**src/rtl/cfg_frame_pkg.sv**
```systemverilog
`timescale 1ns/1ps
package cfg_frame_pkg;
   localparam int STOP_BITS = 3;

   typedef enum logic [2:0] {
      ST_PRE  = 3'd0,
      ST_HUNT = 3'd1,
      ST_PAY  = 3'd2,
      ST_STOP = 3'd3,
      ST_DONE = 3'd4,
      ST_FAIL = 3'd5
   } cfg_state_e;
endpackage

```
**src/rtl/cfg_frame_ctrl.sv**
```systemverilog
`timescale 1ns/1ps
module cfg_frame_ctrl
   import cfg_frame_pkg::*;
#(
   parameter int PREAMBLE_BITS  = 40,
   parameter int FRAME_BITS     = 8,
   parameter int NUM_FRAMES     = 4,
   parameter bit STRICT_CAPABLE = 1'b1,
   localparam int CNT_MAX = (PREAMBLE_BITS > FRAME_BITS) ?
                            ((PREAMBLE_BITS > STOP_BITS) ? PREAMBLE_BITS : STOP_BITS) :
                            ((FRAME_BITS > STOP_BITS) ? FRAME_BITS : STOP_BITS),
   localparam int CW = $clog2(CNT_MAX + 1),
   localparam int IW = (NUM_FRAMES > 1) ? $clog2(NUM_FRAMES) : 1
) (
   input  logic          clk,
   input  logic          rst,
   input  logic          bit_i,
   input  logic          strict_i,
   output logic          shift_en_o,
   output logic          last_pay_o,
   output logic [IW-1:0] frame_idx_o,
   output logic          init_n_o,
   output logic          done_o
);
   localparam logic [CW-1:0] PRE_LAST  = CW'(PREAMBLE_BITS - 1);
   localparam logic [CW-1:0] PAY_LAST  = CW'(FRAME_BITS - 1);
   localparam logic [CW-1:0] STOP_LAST = CW'(STOP_BITS - 1);
   localparam logic [IW-1:0] IDX_LAST  = IW'(NUM_FRAMES - 1);

   cfg_state_e    state_q, state_d;
   logic [CW-1:0] cnt_q, cnt_d;
   logic [IW-1:0] fidx_q, fidx_d;
   logic          stop_bad;

   // Variant: the stop-bit check is built only when the strict mode is wanted.
   generate
      if (STRICT_CAPABLE) begin : g_strict
         assign stop_bad = strict_i & ~bit_i;
      end else begin : g_lenient_only
         assign stop_bad = 1'b0;
      end
   endgenerate

   always_comb begin
      state_d = state_q;
      cnt_d   = cnt_q;
      fidx_d  = fidx_q;
      unique case (state_q)
         ST_PRE: begin
            if (cnt_q == PRE_LAST) begin
               state_d = ST_HUNT;
               cnt_d   = '0;
            end else begin
               cnt_d = cnt_q + 1'b1;
            end
         end
         ST_HUNT: begin
            if (!bit_i) begin
               state_d = ST_PAY;
               cnt_d   = '0;
            end
         end
         ST_PAY: begin
            if (cnt_q == PAY_LAST) begin
               state_d = ST_STOP;
               cnt_d   = '0;
            end else begin
               cnt_d = cnt_q + 1'b1;
            end
         end
         ST_STOP: begin
            if (stop_bad) begin
               state_d = ST_FAIL;
            end else if (cnt_q == STOP_LAST) begin
               cnt_d = '0;
               if (fidx_q == IDX_LAST) begin
                  state_d = ST_DONE;
               end else begin
                  state_d = ST_HUNT;
                  fidx_d  = fidx_q + 1'b1;
               end
            end else begin
               cnt_d = cnt_q + 1'b1;
            end
         end
         default: ;
      endcase
   end

   always_ff @(posedge clk) begin
      if (rst) begin
         state_q <= ST_PRE;
         cnt_q   <= '0;
         fidx_q  <= '0;
      end else begin
         state_q <= state_d;
         cnt_q   <= cnt_d;
         fidx_q  <= fidx_d;
      end
   end

   assign shift_en_o  = (state_q == ST_PAY);
   assign last_pay_o  = (state_q == ST_PAY) && (cnt_q == PAY_LAST);
   assign frame_idx_o = fidx_q;
   assign init_n_o    = (state_q != ST_FAIL);
   assign done_o      = (state_q == ST_DONE);

   assert_done_sticky_R7: assert property (@(posedge clk) disable iff (rst)
      done_o |=> done_o);

   assert_fail_sticky_R6: assert property (@(posedge clk) disable iff (rst)
      !init_n_o |=> (!init_n_o && !done_o));

   assert_no_load_after_end_R6: assert property (@(posedge clk) disable iff (rst)
      (done_o || !init_n_o) |=> !shift_en_o);

   generate
      if (STRICT_CAPABLE) begin : g_strict_chk
         assert_bad_stop_flags_R5: assert property (@(posedge clk) disable iff (rst)
            (state_q == ST_STOP && strict_i && !bit_i) |=> !init_n_o);
      end
   endgenerate
endmodule

```
**config.mk**
```make
export PLATFORM = sky130hd
export DESIGN_NAME = cfg_frame_ctrl
export DESIGN_NICKNAME = d
export VERILOG_FILES = /design/src/rtl/cfg_frame_pkg.sv /design/src/rtl/cfg_frame_ctrl.sv
export SDC_FILE = /design/constraint.sdc
export NUM_CORES = 1
export LEC_CHECK = 0
export ABC_AREA = 1
export ABC_CLOCK_PERIOD_IN_PS = 1700
export BUFFER_PORTS_ARGS = -buffer_cell sky130_fd_sc_hd__buf_2
export CAP_MARGIN = 15
export CORE_MARGIN = 3
export CORE_UTILIZATION = 50
export CTS_CLUSTER_DIAMETER = 100
export DETAILED_ROUTE_END_ITERATION = 6
export PLACE_DENSITY_LB_ADDON = 0.3
export RECOVER_POWER = 100
export SLEW_MARGIN = 20
export SYNTH_ARGS = -nofsm -noshare
export SYNTH_HDL_FRONTEND = slang
export SYNTH_SLANG_ARGS = --single-unit
```
**constraint.sdc**
```tcl
create_clock -name clk -period 1.7 [get_ports clk]
set_input_delay 0.17 -clock clk [delete_from_list [all_inputs] [get_ports clk]]
set_output_delay 0.17 -clock clk [all_outputs]
set_load 0.01 [all_outputs]
```
* Yosys cells after proc, flatten, opt, wreduce, memory -nomap -nowiden
Cells that the tools add are included.
** Word-level totals
- Flip-flop bits (word level) :: 11
- Bits of input ports :: 4
- Output and inout bits :: 6
- Logic and storage cells :: 42
** Operators by class
- $add $sub $neg :: 2
- Equal/unequal tests :: 14
- Muxes and demuxes :: 13
- Bitwise gates (word level) :: 4
- Reductions and logical operators :: 6
** Operators by type and width (count)
- $mux 6 :: 5
- $pmux 6 s4 :: 1
- $mux 3 :: 6
- $pmux 3 s4 :: 1
- $add 6x1->6 const B :: 1
- $eq 3x2->1 const B :: 2
- $eq 6x2->1 const B :: 1
- $eq 6x3->1 const B :: 1
- $eq 6x6->1 const B :: 1
- $ne 2x2->1 const B :: 3
- $ne 3x3->1 const B :: 2
- $reduce_and 5->1 :: 1
- $reduce_and 4->1 :: 1
- $reduce_bool 4->1 :: 1
- $eq 3x1->1 const B :: 1
- $eq 3x3->1 const B :: 1
- $logic_not 3->1 :: 1
- $not 1->1 :: 3
- $reduce_and 3->1 :: 1
- $add 2x1->2 const B :: 1
- $eq 2x2->1 const B :: 1
- $ne 2x1->1 const B :: 1
- $and 1x1->1 :: 1
- $logic_and 1x1->1 :: 1

* Depth between registers and ports, before layout
Gate-level depths: netlist (run 1).
- Depth in word-level cells :: 5
- Gate-level depth with buffers :: 10
- Gate-level depth less buffers :: 10

* Worst setup path before layout (run 1)
Ideal clock, no wire load.
- Path type :: register to register
- From :: register cnt_q[1]
- To :: register cnt_q[3]
- Library setup time :: 120 ps
- Arrival time :: 1247 ps
- Required time :: 1580 ps
- Setup slack :: 332 ps
- Stages on the path, launching flop included :: 9
- Buffers on the path :: 0
- Clock period less this slack :: 1368 ps
- Cell sequence :: dfxtp_1 ha_1 nand2_1 nor2_1 nand2_1 nand2_1 nand3_1 o21ai_0 nor2_1
** Between the ends
- Cells in the longest elaborated chain, start to end :: 4
- Elaborated cells between the ends (all ways) :: 9
- Those cells by class :: 1 x add/sub; 3 x eq/ne; 5 x mux
** Ends and longest elaborated chain
- from (decl) :: line cfg_frame_ctrl.sv:31 : logic [CW-1:0] cnt_q, cnt_d;
- from (signal assigned) :: line cfg_frame_ctrl.sv:97 : cnt_q <= cnt_d;
- $add 6x1->6 or $eq 6x2->1 (tied branches)
- $mux 6 :: line cfg_frame_ctrl.sv:74 : end else if (cnt_q == STOP_LAST) begin
- $mux 6 :: line cfg_frame_ctrl.sv:72 : if (stop_bad) begin
- $pmux 6 s4 (*) :: line cfg_frame_ctrl.sv:48 : unique case (state_q)
Mark *: on every way between the ends. The rest lies on a longest branch, timed or not. The select of a mux whose other input is x is not followed.
A chain may end at the register's enable or synchronous reset.

* Worst setup path in the final report (run 1)
- From :: register state_q[1]
- To :: output last_pay_o
** Between the ends
- Cells in the longest elaborated chain, start to end :: 2
** Ends and longest elaborated chain
- from (decl) :: line cfg_frame_ctrl.sv:30 : cfg_state_e state_q, state_d;
- from (signal assigned) :: line cfg_frame_ctrl.sv:96 : state_q <= state_d;
- $eq 3x2->1 :: line cfg_frame_ctrl.sv:103 : assign last_pay_o = (state_q == ST_PAY) && (cnt_q == PAY_LAST);
- $logic_and 1x1->1 :: line cfg_frame_ctrl.sv:103
- to (decl) :: line cfg_frame_ctrl.sv:20 : output logic last_pay_o,
No other way between the ends.

==> results of run 1 <==
## flip-flops by register name, summed over array words and instances, names as in the netlist
register,flops
cnt_q,6
state_q,3
frame_idx_o,2
## where the power goes
group	switching (mW)	internal (mW)	leakage (nW)
clock	0.0998	0.0913	0.0150
sequential	0.0492	0.302	0.0895
combinational	0.250	0.133	0.275
total	0.399	0.526	0.379
## layout make-up
class                   instances  area, sq um
inverters                      20         75.1
repair buffers                  9         41.3
clock buffers                   4         26.3
fillers                       127          515
flip-flops and latches         11          220
multi-input cells              86          420
well taps                      15         18.8
## per-layer routing
| layer | part of all wire (%) | GRT usage, % |
|---|---|---|
| met5 | 0 | 0 |
| met2 | 43 | 24.1 |
| met4 | 2.5 | 10.8 |
| met1 | 50 | 23.3 |
| met3 | 5.1 | 4.15 |
## repair_timing
item                                    in CTS  in global routing
resized for setup                            0                  2
endpoints found under the setup margin       0                  2
endpoints found under the hold margin        0                  0
## cells by family (layout without fill, tap and decap cells)
kind of cell	after synthesis	in the layout	synth area share, %
DFF	11	11	30.8
buffers and inverters	20	33	10.5
AOI/OAI and AO/OA	13	13	9.63
adders and majority gates	3	3	5.25
and+or+nand+nor	69	69	42.6
xor gates and xnor gates	1	1	1.23
## cells in the final DEF (no fill, tap or decap)
cell type  count
a21oi_1        7
a21oi_2        1
buf_2          6
clkbuf_1       4
clkbuf_4       3
dfxtp_1       11
ha_1           3
inv_1         18
inv_2          2
nand2_1       30
nand2_2        1
nand3_1       14
nand4_1        3
nor2_1        18
nor2_4         1
nor3_1         1
nor3_2         1
o21ai_0        4
o21ai_2        1
xor2_1         1
## worst paths after layout
path,to,slack (ns),cells past startpoint
max,last_pay_o,0.17,5
max reg2reg,cnt_q[3],0.24,8
min reg2reg,frame_idx_o[1],0.49,2
min,frame_idx_o[1],0.14,2
==> results_dict.tcl, run 1 <==
set metrics [dict create \
    path_common_cell "inv_1" \
    slowest_delay_ns 0.39 \
    fin_nets 138 \
    worst_pin_slew_ns 0.231 \
    routabilityCongestion 0.830 \
    ant_nets 0 \
    fin_crit_ns 1.53 \
    setup_violations 0 \
    cp_top_family "flip-flops" \
    io_buffer_count 9 \
    r2r-start "cnt_q[1]" \
    num_antenna_cells 0 \
    placed_cell_area_sq_um 778 \
    clkSlewWorstSetupHoldPaths_ns 0.08 \
    drc 0 \
    hold_path.startpoint "rst" \
    fin_area_sq_um 802 \
    synthesis.area_sq_um 714 \
    async_flop_share_pct 0 \
    drt_wl_total_microns 1420 \
    dieArea_sq_um 1920 \
    final_util_pct 60.9 \
    rsz0062_at_grt "no" \
    synthCells 117 \
    synth.area.top_cells "dfxtp_1 (31%), nand2_1 (15%), nand3_1 (9.8%)" \
    drv_slew 0 \
    cts_inserted_buffers 3 \
    grt_max_degree 10 \
    cts-htree-levels 1 \
    wire_per_inst_microns 9.82 \
    synth_cell_type_count 16 \
    relSlewSlack_pct 84.5 \
    antenna_found_initial 0 \
    die_width_microns 43.8 \
    path_cells "inv_1 -> nor3_2 -> inv_1 -> nor2_1 -> buf_2" \
    startpoint "state_q[1]" \
    fin_tns_setup_ns 0 \
    vias_per_cell 5.01 \
    p_leak_nw 0.379 \
    clock_skew_ns 0.00521 \
    dp_hpwl_microns 1110 \
    drt_iter0_drc 12 \
    cp.arrival_ns 1.36 \
    peakVddDrop_v 0.000543 \
    die_h_microns 43.8 \
    start_util_pct 54.2 \
    hold_buffers 0 \
    critPathKind "flip-flop to primary output" \
    power.total_mw 0.925 \
    synth_nets 124 \
    grt_pass1_wl_microns 2480 \
    vias 726 \
    cp.required_ns 1.53 \
    drive_gt1_share_pct 12.3 \
    ys_ff_latch 11 \
    maxCapViolations 0 \
    rows 13 \
    track_usage_pct 17.2 \
    post-place-ws_ns 0.186 \
    io_pins 10 \
    synth_top_cell_by_area "dfxtp_1" \
    timing.hold.ws_ns 0.137 \
    synth_edf_count 0 \
    power_density_nw_per_um2 1150 \
    fmax_mhz 653 \
    clock_sinks 11 \
    yosys-top-cells-count "nand2_1 (29), nor2_1 (18), inv_1 (16), nand3_1 (14), dfxtp_1 (11)" \
    cp-start-kind "flip-flop" \
    gr-total-overflow 0 \
    crit_slowest_cell "dfxtp_1" \
    cts_tree "done" \
    fin_cells 145 \
    status "finished clean" \
    end_kind "primary output" \
    clock_path_buffers 2 \
    hp-class "primary input to flip-flop" \
    synth_ff_type "dfxtp_1" \
    cts-root-buf "clkbuf_4" \
    ys_seq_area_share_pct 30.8 \
    dr.pass1.iters 4 \
    cts_setup_buffers 0 \
    syn2layout_area_growth_pct 12.3 \
    hold_violations 0 \
    grt_pass1_vias 604 \
    clk_latency_ns 0.28 \
    core_area_sq_um 1320 \
    yosysMostFrequentCell "nand2_1" \
    dp_cells 141 \
    yosysWarnings 0 \
    post-route-period-util_pct 90.1 \
    critPathMaxFanout 6 \
    layout_setup_ws_ns 0.168 \
    synth_top_cell_area_share_pct 30.8 \
    path_buf_inv 3 \
    avgSynthCellArea_sq_um 6.11 \
]
No activity file was read; power rests on OpenSTA's default activity.
==> inputs of run 2 (changes only) <==
--- a/config.mk
+++ b/config.mk
@@ -9,11 +9,9 @@
 export ABC_CLOCK_PERIOD_IN_PS = 1700
 export BUFFER_PORTS_ARGS = -buffer_cell sky130_fd_sc_hd__buf_2
 export CAP_MARGIN = 15
-export CORE_MARGIN = 3
-export CORE_UTILIZATION = 50
+export CORE_UTILIZATION = 34
 export CTS_CLUSTER_DIAMETER = 100
 export DETAILED_ROUTE_END_ITERATION = 6
-export PLACE_DENSITY_LB_ADDON = 0.3
 export RECOVER_POWER = 100
 export SLEW_MARGIN = 20
 export SYNTH_ARGS = -nofsm -noshare
==> run 2 against run 1 <==
Final area rose by 1.1%. Cell count rose by 8.3%. Highest routed layer unchanged. Die area rose by 19%.
==> results_dict.tcl, run 2 (synthesized netlist as in run 1, its figures left out) <==
set metrics [dict create \
    mostFrequentLayoutCell "nand2_1" \
    clock_skew_ns 0.00348 \
    die_width_microns 47.8 \
    start_util_pct 36.4 \
    antenna_found_initial 0 \
    drc 0 \
    p_leak_nw 0.379 \
    dieArea_sq_um 2290 \
    drv_slew 0 \
    layout_common_cells "nand2_1 (31), inv_1 (18), nor2_1 (18)" \
    syn2layout_area_growth_pct 13.5 \
    routabilityCongestion 0.848 \
    dp_hpwl_microns 1200 \
    startpoint "cnt_q[1]" \
    drive_gt1_share_pct 10.8 \
    p_sw_mw 0.405 \
    die_h_microns 47.8 \
    clkSlewWorstSetupHoldPaths_ns 0.08 \
    nFillCells 225 \
    gr-total-overflow 0 \
    p_sw_share_pct 43.7 \
    rows 16 \
    clock_sinks 11 \
    clkPwrFrac_pct 20.8 \
    peakVddDrop_v 0.000524 \
    intPower_mw 0.522 \
    path_buf_inv 1 \
    vias_per_cell 4.70 \
    io_buffer_count 9 \
    ant_nets 0 \
    critPathKind "flip-flop to primary output" \
    post-route-period-util_pct 91.9 \
    ff2ff_setup_slack_ns 0.18 \
    power_density_nw_per_um2 1140 \
    fin_area_sq_um 811 \
    cts_inserted_buffers 3 \
    critPathMaxFanout 4 \
    r2r-start "cnt_q[1]" \
    relSlewSlack_pct 80.1 \
    grt_max_degree 10 \
    cp_top_family "simple AND/OR/NAND/NOR gates" \
    clk_latency_ns 0.28 \
    dp_cells 153 \
    drt_iter0_drc 21 \
    vias 738 \
    comb_power_share_pct 41.3 \
    hp-class "primary input to flip-flop" \
    worst_pin_slew_ns 0.297 \
    track_usage_pct 15.7 \
    fin_crit_ns 1.56 \
    cts-htree-levels 1 \
    cp.required_ns 1.53 \
    io_pins 10 \
    hold_path.startpoint "rst" \
    crit_slowest_cell "dfxtp_1" \
    top_register "cnt_q" \
    cp.arrival_ns 1.39 \
    final_util_pct 41.3 \
    fin_tns_setup_ns 0 \
    register_area_sq_um 220 \
    cp-start-kind "flip-flop" \
    grt_pass1_vias 590 \
    hold_violations 0 \
    num_antenna_cells 0 \
    wire_per_inst_microns 9.80 \
    cts-root-buf "clkbuf_4" \
    end_kind "primary output" \
    placed_cell_area_sq_um 793 \
    cts_tree "done" \
    hold_buffers 0 \
    path_cells "ha_1 -> nand2_1 -> nor2_1 -> nand2_1 -> nor2_1 -> buf_2" \
    fin_cells 157 \
    rsz0062_at_grt "no" \
    power.total_mw 0.927 \
    grt_pass1_wl_microns 2440 \
    dr.pass1.iters 4 \
    drt_wl_total_microns 1540 \
    fmax_mhz 640 \
    status "finished clean" \
    fin_nets 138 \
    clock_path_buffers 2 \
    core_area_sq_um 1960 \
    pwr-share-seq_pct 37.8 \
    maxCapViolations 0 \
    setup_violations 0 \
    largest_reg_flops 6 \
    slowest_delay_ns 0.38 \
    multiInputGateArea_sq_um 414 \
]
[run 2: changes by cell type in the layout (fill, tap and decap cells not counted)]
cell	before	now
nand2_1	30	31
nand2_2	1	0
o21ai_1	0	1
o21ai_2	1	0
[run 2: power by group through the flow]
| stage | combinational, mW | sequential, mW | clock (mW) |
|---|---|---|---|
| CTS | 0.385 | 0.353 | 0.200 |
| finish | 0.383 | 0.351 | 0.193 |
| floorplan | 0.312 | 0.348 | 0 |
| global route | 0.428 | 0.357 | 0.211 |
| global placement | 0.388 | 0.356 | 0 |
| detailed placement | 0.385 | 0.359 | 0 |
[run 2: worst paths after layout]
kind / to / cells past startpoint
setup / recovery: last_pay_o / 6
hold / removal: frame_idx_o[1] / 2
setup reg to reg: cnt_q[3] / 8
hold reg to reg: frame_idx_o[1] / 2
[run 2: through the flow]
step	hold slack, ns	worst slack (ns)
after floorplan	0.239	0.332
after global placement	0.438	0.233
after detailed placement	0.439	0.136
after CTS	0.135	0.127
after global routing	0.146	0.0102
final	0.128	0.139
[run 2: area by class of cell]
| type | count | area share, % |
|---|---|---|
| clock buffers | 4 | 3.24 |
| inverters | 20 | 9.26 |
| multi-input cells | 86 | 51.1 |
| flip-flops and latches | 11 | 27.2 |
| well taps | 27 | 4.17 |
| repair buffers | 9 | 5.09 |
[run 2: per-layer routing]
layer  wire [microns]  GRT usage, %  vias to the layer above
met5                0             0                        -
met1              755          18.9                      324
li1                 -             -                      397
met3               50          4.91                        5
met4               41          9.44                        0
met2              690          24.3                       12
[run 2: what timing repair did]
item / CTS / global route
resized for setup: 0 / 1
setup buffers: 0 / 0
setup endpoints to repair: 0 / 1
